**config.mk**
```make
export PLATFORM = sky130hd
export DESIGN_NAME = dispctl_regs
export DESIGN_NICKNAME = d
export VERILOG_FILES = /design/src/rtl/dispctl_pkg.sv /design/src/rtl/dispctl_irq.sv /design/src/rtl/dispctl_commit.sv /design/src/rtl/dispctl_regs.sv
export SDC_FILE = /design/constraint.sdc
export NUM_CORES = 2
export LEC_CHECK = 0
export BUFFER_PORTS_ARGS = -buffer_cell sky130_fd_sc_hd__buf_2
export CAP_MARGIN = 20
export CORE_UTILIZATION = 40
export CTS_CLUSTER_DIAMETER = 30
export DETAILED_ROUTE_END_ITERATION = 10
export SLEW_MARGIN = 20
export SYNTH_ARGS = -nofsm -noshare
export SYNTH_HDL_FRONTEND = slang
export SYNTH_HIERARCHICAL = 1
export SYNTH_SLANG_ARGS = --single-unit
```
**constraint.sdc**
```tcl
create_clock -name clk -period 1.97 [get_ports clk]
set_input_delay 0 -clock clk [delete_from_list [all_inputs] [get_ports clk]]
set_output_delay 0 -clock clk [all_outputs]
set_load 0.01 [all_outputs]
```
**src/rtl/dispctl_pkg.sv**
```systemverilog
package dispctl_pkg;

    localparam int REG_W = 32;

    // register byte offsets
    localparam logic [7:0] OFF_SYSCFG   = 8'h00;
    localparam logic [7:0] OFF_SYSSTAT  = 8'h04;
    localparam logic [7:0] OFF_IRQSTAT  = 8'h08;
    localparam logic [7:0] OFF_IRQEN    = 8'h0C;
    localparam logic [7:0] OFF_CTRL     = 8'h10;
    localparam logic [7:0] OFF_CONFIG   = 8'h14;
    localparam logic [7:0] OFF_CAPS     = 8'h18;
    localparam logic [7:0] OFF_BG0      = 8'h1C;
    localparam logic [7:0] OFF_BG1      = 8'h20;
    localparam logic [7:0] OFF_KEY0     = 8'h24;
    localparam logic [7:0] OFF_KEY1     = 8'h28;
    localparam logic [7:0] OFF_LINE     = 8'h2C;
    localparam logic [7:0] OFF_LCDSZ    = 8'h30;
    localparam logic [7:0] OFF_DIGSZ    = 8'h34;
    localparam logic [7:0] OFF_OVBASE   = 8'h38;
    localparam logic [7:0] OFF_OVPOS    = 8'h3C;
    localparam logic [7:0] OFF_OVSIZE   = 8'h40;
    localparam logic [7:0] OFF_OVATTR   = 8'h44;
    localparam logic [7:0] OFF_OVTHR    = 8'h48;
    localparam logic [7:0] OFF_ROWINC   = 8'h4C;
    localparam logic [7:0] OFF_PIXINC   = 8'h50;
    localparam logic [7:0] OFF_WINSKIP  = 8'h54;

    // write masks and reset values
    localparam logic [31:0] MASK_CTRL   = 32'h07FF_9FFF;
    localparam logic [31:0] MASK_XY     = 32'h07FF_07FF;
    localparam logic [31:0] MASK_THR    = 32'h01FF_01FF;
    localparam logic [4:0]  MASK_SYSCFG = 5'h19;
    localparam int          CONFIG_W    = 14;
    localparam int          CAPS_W      = 10;
    localparam logic [9:0]  CAPS_RESET  = 10'h161;
    localparam int          COLOUR_W    = 24;
    localparam int          LINE_W      = 11;
    localparam int          ATTR_W      = 11;

    // control register bit positions
    localparam int CTRL_LCD_ON  = 0;
    localparam int CTRL_DIG_ON  = 1;
    localparam int CTRL_BUSMODE = 11;
    localparam int SYSCFG_SRST  = 1;

    typedef enum logic [0:0] {
        PATH_LCD = 1'b0,
        PATH_DIG = 1'b1
    } path_e;

    localparam int NPATH = 2;

    typedef struct packed {
        logic [31:0]       base;
        logic [31:0]       pos;
        logic [31:0]       size;
        logic [31:0]       thresh;
        logic [31:0]       rowinc;
        logic [31:0]       pixinc;
        logic [31:0]       winskip;
        logic [ATTR_W-1:0] attr;
    } ovl_cfg_t;

    localparam int CFG_W = $bits(ovl_cfg_t);

    function automatic ovl_cfg_t ovl_reset();
        ovl_cfg_t c;
        c         = '0;
        c.rowinc  = 32'd1;
        c.pixinc  = 32'd1;
        return c;
    endfunction

    // control bit that requests a commit on a given path
    function automatic int go_bit(input path_e p);
        return (p == PATH_LCD) ? 5 : 6;
    endfunction

    // palette completion steps the two-bit load mode back
    function automatic logic [1:0] loadmode_after_palette(input logic [1:0] m);
        case (m)
            2'b01:   return 2'b00;
            2'b11:   return 2'b10;
            default: return m;
        endcase
    endfunction

endpackage

```
**src/rtl/dispctl_irq.sv**
```systemverilog
module dispctl_irq #(
    parameter int IRQ_W = 16
) (
    input  logic             clk,
    input  logic             rst,
    input  logic [IRQ_W-1:0] set_i,
    input  logic [IRQ_W-1:0] clr_i,
    input  logic             en_we_i,
    input  logic [IRQ_W-1:0] en_d_i,
    output logic [IRQ_W-1:0] status_o,
    output logic [IRQ_W-1:0] enable_o,
    output logic             irq_o
);

    logic [IRQ_W-1:0] status_q;
    logic [IRQ_W-1:0] enable_q;

    always_ff @(posedge clk) begin
        if (rst) begin
            status_q <= '0;
            enable_q <= '0;
        end else begin
            status_q <= (status_q & ~clr_i) | set_i;
            if (en_we_i) begin
                enable_q <= en_d_i;
            end
        end
    end

    assign status_o = status_q;
    assign enable_o = enable_q;
    assign irq_o    = |(status_q & enable_q);

    // an event sets its bit, even against a clear in the same cycle
    a_r1_event_sets: assert property (@(posedge clk) disable iff (rst)
        (set_i != '0) |=> ((status_q & $past(set_i)) == $past(set_i)));

    // set bits that are not cleared stay set
    a_r1_sticky: assert property (@(posedge clk) disable iff (rst)
        1'b1 |=> ((status_q & $past(status_q & ~clr_i)) == $past(status_q & ~clr_i)));

    // a clear without a competing event empties the bit
    a_r2_w1c: assert property (@(posedge clk) disable iff (rst)
        ((clr_i & ~set_i) != '0) |=> ((status_q & $past(clr_i & ~set_i)) == '0));

endmodule

```
**src/rtl/dispctl_commit.sv**
```systemverilog
module dispctl_commit
    import dispctl_pkg::*;
(
    input  logic     clk,
    input  logic     rst,
    input  logic     go_set_i,
    input  logic     frame_i,
    input  ovl_cfg_t shadow_i,
    output logic     go_o,
    output ovl_cfg_t active_o
);

    logic     go_q;
    ovl_cfg_t active_q;
    logic     fire;

    assign fire = go_q & frame_i;

    always_ff @(posedge clk) begin
        if (rst) begin
            go_q     <= 1'b0;
            active_q <= ovl_reset();
        end else begin
            go_q <= (go_q & ~frame_i) | go_set_i;
            if (fire) begin
                active_q <= shadow_i;
            end
        end
    end

    assign go_o     = go_q;
    assign active_o = active_q;

    // a pending go meeting a frame start loads the shadow set and retires
    a_r6_commit: assert property (@(posedge clk) disable iff (rst)
        (go_q && frame_i) |=> ((!go_q || $past(go_set_i)) && active_q == $past(shadow_i)));

    // without a commit the active set holds
    a_r7_hold: assert property (@(posedge clk) disable iff (rst)
        !(go_q && frame_i) |=> (active_q == $past(active_q)));

    // a go request is never lost before its frame start
    a_r6_pending: assert property (@(posedge clk) disable iff (rst)
        (go_q && !frame_i) |=> go_q);

endmodule

```
**src/rtl/dispctl_regs.sv**
```systemverilog
module dispctl_regs
    import dispctl_pkg::*;
#(
    parameter int ADDR_W = 8,
    parameter int IRQ_W  = 16
) (
    input  logic              clk,
    input  logic              rst,
    input  logic [ADDR_W-1:0] bus_addr_i,
    input  logic              bus_we_i,
    input  logic [31:0]       bus_wdata_i,
    output logic [31:0]       bus_rdata_o,
    input  logic [IRQ_W-1:0]  evt_i,
    input  logic              lcd_frame_i,
    input  logic              dig_frame_i,
    input  logic              pal_done_i,
    output logic              irq_o,
    output logic              lcd_on_o,
    output logic              dig_on_o,
    output logic              bus_mode_o,
    output logic [31:0]       lcd_size_o,
    output logic [31:0]       dig_size_o,
    output logic [CFG_W-1:0]  lcd_cfg_o,
    output logic [CFG_W-1:0]  dig_cfg_o
);

    localparam int EN_KEEP = (IRQ_W < REG_W) ? IRQ_W : REG_W;

    // ---------------- write decode ----------------
    logic w_sys, w_stat, w_en, w_ctrl, w_cfg, w_caps;
    logic w_bg0, w_bg1, w_key0, w_key1, w_line, w_lcdsz, w_digsz;
    logic w_base, w_pos, w_osz, w_attr, w_thr, w_rinc, w_pinc, w_skip;
    logic srst, rst_all;

    assign w_sys   = bus_we_i && (bus_addr_i == ADDR_W'(OFF_SYSCFG));
    assign w_stat  = bus_we_i && (bus_addr_i == ADDR_W'(OFF_IRQSTAT));
    assign w_en    = bus_we_i && (bus_addr_i == ADDR_W'(OFF_IRQEN));
    assign w_ctrl  = bus_we_i && (bus_addr_i == ADDR_W'(OFF_CTRL));
    assign w_cfg   = bus_we_i && (bus_addr_i == ADDR_W'(OFF_CONFIG));
    assign w_caps  = bus_we_i && (bus_addr_i == ADDR_W'(OFF_CAPS));
    assign w_bg0   = bus_we_i && (bus_addr_i == ADDR_W'(OFF_BG0));
    assign w_bg1   = bus_we_i && (bus_addr_i == ADDR_W'(OFF_BG1));
    assign w_key0  = bus_we_i && (bus_addr_i == ADDR_W'(OFF_KEY0));
    assign w_key1  = bus_we_i && (bus_addr_i == ADDR_W'(OFF_KEY1));
    assign w_line  = bus_we_i && (bus_addr_i == ADDR_W'(OFF_LINE));
    assign w_lcdsz = bus_we_i && (bus_addr_i == ADDR_W'(OFF_LCDSZ));
    assign w_digsz = bus_we_i && (bus_addr_i == ADDR_W'(OFF_DIGSZ));
    assign w_base  = bus_we_i && (bus_addr_i == ADDR_W'(OFF_OVBASE));
    assign w_pos   = bus_we_i && (bus_addr_i == ADDR_W'(OFF_OVPOS));
    assign w_osz   = bus_we_i && (bus_addr_i == ADDR_W'(OFF_OVSIZE));
    assign w_attr  = bus_we_i && (bus_addr_i == ADDR_W'(OFF_OVATTR));
    assign w_thr   = bus_we_i && (bus_addr_i == ADDR_W'(OFF_OVTHR));
    assign w_rinc  = bus_we_i && (bus_addr_i == ADDR_W'(OFF_ROWINC));
    assign w_pinc  = bus_we_i && (bus_addr_i == ADDR_W'(OFF_PIXINC));
    assign w_skip  = bus_we_i && (bus_addr_i == ADDR_W'(OFF_WINSKIP));

    // soft reset acts at the edge of the write that requests it
    assign srst    = w_sys && bus_wdata_i[SYSCFG_SRST];
    assign rst_all = rst || srst;

    // ---------------- storage ----------------
    logic [4:0]          syscfg_q;
    logic [31:0]         ctrl_q;      // go bits are kept in the commit units
    logic [CONFIG_W-1:0] config_q;
    logic [CAPS_W-1:0]   caps_q;
    logic [COLOUR_W-1:0] bg_q   [2];
    logic [COLOUR_W-1:0] key_q  [2];
    logic [LINE_W-1:0]   line_q;
    logic [31:0]         lcdsz_q;
    logic [31:0]         digsz_q;
    ovl_cfg_t            shadow_q;

    logic [31:0] ctrl_keep;
    assign ctrl_keep = MASK_CTRL & ~((32'd1 << go_bit(PATH_LCD)) | (32'd1 << go_bit(PATH_DIG)));

    always_ff @(posedge clk) begin
        if (rst_all) begin
            syscfg_q <= '0;
            ctrl_q   <= '0;
            config_q <= '0;
            caps_q   <= CAPS_RESET;
            bg_q[0]  <= '0;
            bg_q[1]  <= '0;
            key_q[0] <= '0;
            key_q[1] <= '0;
            line_q   <= '0;
            lcdsz_q  <= '0;
            digsz_q  <= '0;
            shadow_q <= ovl_reset();
        end else begin
            if (w_sys)   syscfg_q <= bus_wdata_i[4:0] & MASK_SYSCFG;
            if (w_ctrl)  ctrl_q   <= bus_wdata_i & ctrl_keep;
            if (w_cfg) begin
                config_q <= bus_wdata_i[CONFIG_W-1:0];
            end else if (pal_done_i) begin
                config_q[2:1] <= loadmode_after_palette(config_q[2:1]);
            end
            if (w_caps)  caps_q   <= bus_wdata_i[CAPS_W-1:0];
            if (w_bg0)   bg_q[0]  <= bus_wdata_i[COLOUR_W-1:0];
            if (w_bg1)   bg_q[1]  <= bus_wdata_i[COLOUR_W-1:0];
            if (w_key0)  key_q[0] <= bus_wdata_i[COLOUR_W-1:0];
            if (w_key1)  key_q[1] <= bus_wdata_i[COLOUR_W-1:0];
            if (w_line)  line_q   <= bus_wdata_i[LINE_W-1:0];
            if (w_lcdsz) lcdsz_q  <= bus_wdata_i & MASK_XY;
            if (w_digsz) digsz_q  <= bus_wdata_i & MASK_XY;
            if (w_base)  shadow_q.base    <= bus_wdata_i;
            if (w_pos)   shadow_q.pos     <= bus_wdata_i & MASK_XY;
            if (w_osz)   shadow_q.size    <= bus_wdata_i & MASK_XY;
            if (w_attr)  shadow_q.attr    <= bus_wdata_i[ATTR_W-1:0];
            if (w_thr)   shadow_q.thresh  <= bus_wdata_i & MASK_THR;
            if (w_rinc)  shadow_q.rowinc  <= bus_wdata_i;
            if (w_pinc)  shadow_q.pixinc  <= bus_wdata_i;
            if (w_skip)  shadow_q.winskip <= bus_wdata_i;
        end
    end

    // ---------------- interrupt unit ----------------
    logic [IRQ_W-1:0] irq_status, irq_enable, irq_clr, en_d;

    assign irq_clr = w_stat ? bus_wdata_i[IRQ_W-1:0] : '0;
    assign en_d    = IRQ_W'(bus_wdata_i[EN_KEEP-1:0]);

    dispctl_irq #(.IRQ_W(IRQ_W)) u_irq (
        .clk      (clk),
        .rst      (rst_all),
        .set_i    (evt_i),
        .clr_i    (irq_clr),
        .en_we_i  (w_en),
        .en_d_i   (en_d),
        .status_o (irq_status),
        .enable_o (irq_enable),
        .irq_o    (irq_o)
    );

    // ---------------- per-path commit units ----------------
    logic     [NPATH-1:0] go_set, frame_in, go_pend;
    ovl_cfg_t             active [NPATH];

    assign frame_in = {dig_frame_i, lcd_frame_i};

    for (genvar p = 0; p < NPATH; p++) begin : g_path
        assign go_set[p] = w_ctrl && bus_wdata_i[go_bit(path_e'(p))];

        dispctl_commit u_commit (
            .clk      (clk),
            .rst      (rst_all),
            .go_set_i (go_set[p]),
            .frame_i  (frame_in[p]),
            .shadow_i (shadow_q),
            .go_o     (go_pend[p]),
            .active_o (active[p])
        );
    end

    assign lcd_cfg_o  = active[PATH_LCD];
    assign dig_cfg_o  = active[PATH_DIG];
    assign lcd_on_o   = ctrl_q[CTRL_LCD_ON];
    assign dig_on_o   = ctrl_q[CTRL_DIG_ON];
    assign bus_mode_o = ctrl_q[CTRL_BUSMODE];
    assign lcd_size_o = lcdsz_q;
    assign dig_size_o = digsz_q;

    // ---------------- read mux ----------------
    logic [31:0] ctrl_rd;
    assign ctrl_rd = ctrl_q
                   | (32'(go_pend[PATH_LCD]) << go_bit(PATH_LCD))
                   | (32'(go_pend[PATH_DIG]) << go_bit(PATH_DIG));

    always_comb begin
        bus_rdata_o = '0;
        case (bus_addr_i)
            ADDR_W'(OFF_SYSCFG):  bus_rdata_o = 32'(syscfg_q);
            ADDR_W'(OFF_SYSSTAT): bus_rdata_o = 32'd1;
            ADDR_W'(OFF_IRQSTAT): bus_rdata_o = 32'(irq_status);
            ADDR_W'(OFF_IRQEN):   bus_rdata_o = 32'(irq_enable);
            ADDR_W'(OFF_CTRL):    bus_rdata_o = ctrl_rd;
            ADDR_W'(OFF_CONFIG):  bus_rdata_o = 32'(config_q);
            ADDR_W'(OFF_CAPS):    bus_rdata_o = 32'(caps_q);
            ADDR_W'(OFF_BG0):     bus_rdata_o = 32'(bg_q[0]);
            ADDR_W'(OFF_BG1):     bus_rdata_o = 32'(bg_q[1]);
            ADDR_W'(OFF_KEY0):    bus_rdata_o = 32'(key_q[0]);
            ADDR_W'(OFF_KEY1):    bus_rdata_o = 32'(key_q[1]);
            ADDR_W'(OFF_LINE):    bus_rdata_o = 32'(line_q);
            ADDR_W'(OFF_LCDSZ):   bus_rdata_o = lcdsz_q;
            ADDR_W'(OFF_DIGSZ):   bus_rdata_o = digsz_q;
            ADDR_W'(OFF_OVBASE):  bus_rdata_o = shadow_q.base;
            ADDR_W'(OFF_OVPOS):   bus_rdata_o = shadow_q.pos;
            ADDR_W'(OFF_OVSIZE):  bus_rdata_o = shadow_q.size;
            ADDR_W'(OFF_OVATTR):  bus_rdata_o = 32'(shadow_q.attr);
            ADDR_W'(OFF_OVTHR):   bus_rdata_o = shadow_q.thresh;
            ADDR_W'(OFF_ROWINC):  bus_rdata_o = shadow_q.rowinc;
            ADDR_W'(OFF_PIXINC):  bus_rdata_o = shadow_q.pixinc;
            ADDR_W'(OFF_WINSKIP): bus_rdata_o = shadow_q.winskip;
            default:              bus_rdata_o = '0;
        endcase
    end

    // output enables follow the written control value
    a_r4_enables: assert property (@(posedge clk) disable iff (rst_all)
        w_ctrl |=> (lcd_on_o == $past(bus_wdata_i[CTRL_LCD_ON])
                    && dig_on_o == $past(bus_wdata_i[CTRL_DIG_ON])));

    // mode 01 returns to 00 after a palette load
    a_r8_pal_low: assert property (@(posedge clk) disable iff (rst_all)
        (pal_done_i && !w_cfg && config_q[2:1] == 2'b01) |=> (config_q[2:1] == 2'b00));

    // mode 11 returns to 10 after a palette load
    a_r8_pal_high: assert property (@(posedge clk) disable iff (rst_all)
        (pal_done_i && !w_cfg && config_q[2:1] == 2'b11) |=> (config_q[2:1] == 2'b10));

    // the overlay size never holds bits outside its two 11-bit fields
    a_r5_size_fields: assert property (@(posedge clk) disable iff (rst_all)
        w_osz |=> ((shadow_q.size & ~MASK_XY) == '0));

endmodule

```
# Yosys cells after proc, flatten, opt, wreduce, memory -nomap -nowiden
# Memory sizes are Yosys's and may differ from the RTL's.
# Index checks and enable logic that the tools add are counted.
[totals] memories=2 regBits=742 out_inout_bits=570 wordCells=132 mem_bits_rw=96
[op_classes] n_bitwise=18 reduce_logical=30 mux=23 n_eq_ne=23
[memory_table] name="bg_q" depth=2 word_bits=24 read_ports=2 rd_clocked_by_memory_dff=0 wr=2 line="dispctl_regs.sv:66" rtl="logic [COLOUR_W-1:0] bg_q [2];"
[memory_table] name="key_q" depth=2 word_bits=24 read_ports=2 rd_clocked_by_memory_dff=0 wr=2 line="dispctl_regs.sv:67" rtl="logic [COLOUR_W-1:0] key_q [2];"
[ops] cell="32-bit case mux with 22 select lines" count=1
[ops] cell="24-bit two-way mux" count=4
[ops] cell="8-bit by 6-bit == test with 1-bit output, second input constant" count=8
[ops] cell="8-bit by 7-bit == test with 1-bit output, second input constant" count=6
[ops] cell="16-bit AND" count=2
[ops] cell="8-bit by 5-bit == test with 1-bit output, second input constant" count=4
[ops] cell="27-bit by 6-bit OR with 27-bit output" count=1
[ops] cell="27-bit by 7-bit OR with 27-bit output" count=1
[ops] cell="1-bit logical AND" count=24
[ops] cell="8-bit by 4-bit == test with 1-bit output, second input constant" count=2
[ops] cell="16-bit two-way mux" count=1
[ops] cell="16-bit NOT" count=1
[ops] cell="16-bit OR" count=1
[ops] cell="16-bit OR reduction" count=1
[ops] cell="1-bit two-way mux" count=14
[ops] cell="8-bit by 3-bit == test with 1-bit output, second input constant" count=1
[ops] cell="8-bit logical NOT" count=1
[ops] cell="1-bit OR" count=6
[ops] cell="1-bit AND" count=4
[ops] cell="2-bit two-way mux" count=2
[ops] cell="2-bit case mux with 2 select lines" count=1
[ops] cell="3-bit nonzero test" count=1
[ops] cell="2-bit by 1-bit == test with 1-bit output, second input constant" count=1
[ops] cell="2-bit == test, second input constant" count=1
[ops] cell="other kinds (4)" count=5

# Longest topological paths before layout
[depth] depth_word=7 mapped_depth=10

# Modules after synthesis
# The synthesis kept the hierarchy.
[modules_own_cells] mod="dispctl_commit" cells_each=1073 seq_area_each_um2=4724.5 n_inst=2 area_each_um2=10129.7
[modules_own_cells] mod="dispctl_regs" cells_each=2058 seq_area_each_um2=9008.6 n_inst=1 area_each_um2=17951.0
[modules_own_cells] mod="dispctl_irq" cells_each=126 seq_area_each_um2=640.6 n_inst=1 area_each_um2=1207.4

# Worst setup path before layout
# No wires, ideal clock.
[synth_timing] kind="input-to-reg" startpoint="input port bus_addr_i[2]" endpoint="register g_path[0].u_commit/active_o[137] (netlist name)" setup_time_ps=132 slack_ps=-195 required_time_ps=1838 stages=10 t_arrival_ps=2033 cell_sequence="buf_2 -> nor4_4 -> a41oi_2 -> inv_2 -> buf_2 -> buf_2 -> buf_2 -> buf_2 -> buf_1 -> a21oi_1"
[synth_rtl] element="start: declaration" line="dispctl_regs.sv:9" rtl="input logic [ADDR_W-1:0] bus_addr_i,"

==> metrics.txt <==
status=finished, violations left; failing checks=setup timing; Reg2Reg Depth=3; register share of total power=33.3%; clock share of power=62.5%; sequential-to-total area share from yosys stat=48.5%; VDD IR max=713 uV; Final ANT Viol Nets=0; Tcrit/Tclk final=140%; width of the die=316 um; largest net degree at the start of global routing=158; Max Fclk=0.362 GHz; pwr dens=1020 nW/um^2; synth unique cells=81; synthesized area=39400 um^2; R2R Setup Slk=0.25 ns; drt wl/cell=26.8 um; Simple-Gate Fraction of Synth Area=16.0%; critical path fanouts, max=1; Slew headroom=37.3%; # fillers=8434; Starting DRT DRC Count=4396; worst skew pair latency=0.79 ns; WS Path Type=flop to output port; CTS tree=done; Layout area overhead=41.1%; r2r endpoint=g_path[0].u_commit/active_o[43]; Max clock buf depth=3; drt drc=0; Final Util=57.3%; Net Switching=0.0130 W; nets=5333; post-synth top area share=41.1%; final setup TNS=-9.50 ns; Worst Setup End Kind=output port; Yosys warnings=6; Synth Area in Adders=0%; RePlAce Congestion=1.06; cells after synthesis=4330; Hold Crit Start=bus_wdata_i[31]; initial antenna violation count=11; final cell count without fillers=6719; Hold Path Depth=4; top cells by area, synth=dfxtp_1, a21oi_1, a21bo_1; Total Routed Length=180 mm; Top Usage Layer GRT=met2; clk root buf=clkbuf_16; Synth Area in Compound Gates=26.5%; Leak Pwr=22.6 nW; internal power=0.0437 W; met2 usage=53.9%; area leader, netlist=dfxtp_1; vias in the first global route=35656; grt total ovfl=0; Worst EP arrival=2.76 ns; Max-Cap Viols=0; worst endpoint required time=1.97 ns; gr usage total=34.9%; skew final=0.0359 ns; setup ws final=-0.792 ns; largest family of logic cells by synthesized area=compound AO/OA/AOI/OAI gates; dominant synthesized flop cell=dfxtp_1; Slew Viols, Final=0; via count=38316; post-route total power=0.0567 W; First-pass DRT Iterations=7; register area=19200 um^2; Placed Cells=6241; Async SR Flop Fraction=0%; pre-CTS setup slack=-0.711 ns; Hold Path Class=input pin to flop; WHS Endpoint=shadow_q[106]; clock slew at reported path FFs=0.05 ns; clock buffer count from CTS=200; I/O Pins=632; crit path launch type=flop; met1 Use GR=45.2%; post-synthesis xor/xnor area fraction=0%; Synth Register Bits=906; Sink Count=906; Mapped Avg Cell Area=9.10 um^2; site row count=114; mux contribution to synthesized area=2.43%; core footprint=97100 um^2; slew at the pin closest to its max-slew limit=0.941 ns; Initial Utilization=40.6%; first-pass GRT wire length=254 mm; unrepaired setup endpoints after global routing=yes; Post-synth EDFFs=96; Final Hold Viols=0; Final Setup Violations=28; minimum clock period=2.76 ns; hpwl dp=129 mm; fraction of layout cells with a size suffix above 1=32.1%; Sw Ratio=23.0%; logic gate share of total power=4.2%; Die ar.=99800 um^2; Die Ht=316 um; H-tree depth=4; met3 usage=9.33%; Port Buffers=611; vias per cell=5.70; FF-to-FF Start=g_path[0].u_commit/go_o; footprint of the multi-input gates=18700 um^2
==> synthesized netlist by cell type, types with 10 or more instances <==
cell type and count:
buf_4 48, a222oi_1 22, mux2i_1 66, and2_1 66, and3_1 18, a21oi_1 784
a21bo_2 146, a22o_1 26, buf_6 31, a22oi_1 79, o21ai_0 19, a221oi_1 10
nand2_1 616, edfxtp_1 96, nand3_1 497, inv_1 19, o22ai_1 12, a21bo_1 320
dfxtp_1 810, buf_2 233, mux2_2 20, nor2_1 85, clkbuf_1 162
==> cell usage in the layout (no fill, tap or decap), drive strengths merged, types with 5 or more instances in the layout <==
master       instances
conb                88
mux2                22
inv                 26
nand3              497
a211o                6
or4                  6
nor2                96
clkinvlp            22
and3                18
nand2              617
a222oi              22
clkbuf             268
o21ai               20
a32oi                9
nand4                7
a221oi              14
and2                67
edfxtp              96
a21oi              784
bufinv              29
o22ai               12
dlygate4sd3         86
a22oi               79
nor4b                5
mux2i               66
a22o                26
nor2b                6
buf               1045
a21bo              466
clkinv              50
or4b                 5
dfxtp              810
==> critical path, cell delays in order (launching register included) <==
cell	delay, ns
edfxtp_1	0.35
mux2_4	0.28
a22o_1	0.20
a222oi_1	0.42
nor2_1	0.08
or4_4	0.49
buf_6	0.16
==> power by group through the flow <==
stage	Sequential [W]	Combinational [W]	Clock (W)
6_report	0.0189	0.00238	0.0354
5_1_grt	0.0189	0.00245	0.0367
4_1_cts	0.0189	0.00229	0.0356
3_5_place_dp	0.0193	0.00211	0
3_3_place_gp	0.0193	0.00210	0
2_1_floorplan	0.0192	0.00103	0
==> state kept, by name, summed over array words and instances, names as in the netlist <==
| register | count |
|---|---|
| u_irq/enable_o | 16 |
| line_q | 11 |
| key_q | 48 |
| dig_size_o | 22 |
| u_irq/status_o | 16 |
| caps_q | 10 |
| g_path.u_commit/go_o | 2 |
| config_q | 14 |
| bg_q | 48 |
| syscfg_q | 3 |
| g_path.u_commit/active_o | 470 |
| lcd_size_o | 22 |
| ctrl_q | 23 |
| shadow_q | 201 |
==> worst max-delay path by stage <==
stage / start / end / cells past startpoint
floorplan: bus_addr_i[0] / bg_q[0][24] / 5
global placement: bus_addr_i[3] / bus_rdata_o[10] / 10
detailed placement: bus_addr_i[3] / bus_rdata_o[10] / 10
CTS: bg_q[0][29] / bus_rdata_o[5] / 6
global route: bg_q[0][29] / bus_rdata_o[5] / 6
finish: bg_q[0][29] / bus_rdata_o[5] / 6
==> through the flow <==
stage,cell area [um^2],hold WS (ns)
2_1_floorplan,39800,0.117
3_3_place_gp,46500,0.203
3_5_place_dp,46500,0.213
4_1_cts,55400,0.0552
5_1_grt,55600,0.0883
6_report,55600,0.0901
==> routing by layer <==
| layer | part of all wire (%) | up-vias |
|---|---|---|
| li1 | - | 17187 |
| met1 | 40 | 18707 |
| met2 | 45 | 2000 |
| met3 | 9.9 | 412 |
| met4 | 4.8 | 10 |
| met5 | 0.044 | - |
==> cell families (layout without fill, tap and decap cells) <==
family | after synthesis | in the layout
AOI/OAI and AO/OA | 1478 | 1478
buffers and inverters | 502 | 1526
and+or+nand+nor | 1353 | 1353
muxes | 90 | 90
DFF | 906 | 906
other | 1 | 90
==> area by class of cell <==
class                           instances  area share (%)
Antenna cell                            2         0.00900
Clock buffer                          265            10.2
Clock inverter                        107            2.85
Inverter                               20           0.148
Multi-Input combinational cell       3009            33.7
Sequential cell                       906            34.6
Tap cell                             1276            2.87
Timing Repair Buffer                 1134            15.6
==> repair_timing <==
item | CTS | global route
hold buffers | 86 | 1
endpoints found under the setup margin | 30 | 807
endpoints found under the hold margin | 630 | 6
gates resized for setup | 196 | 41
buffers inserted | 20 | 8
pin swaps | 68 | 51
gates cloned | 0 | 0
No activity file was read; power rests on OpenSTA's default activity.
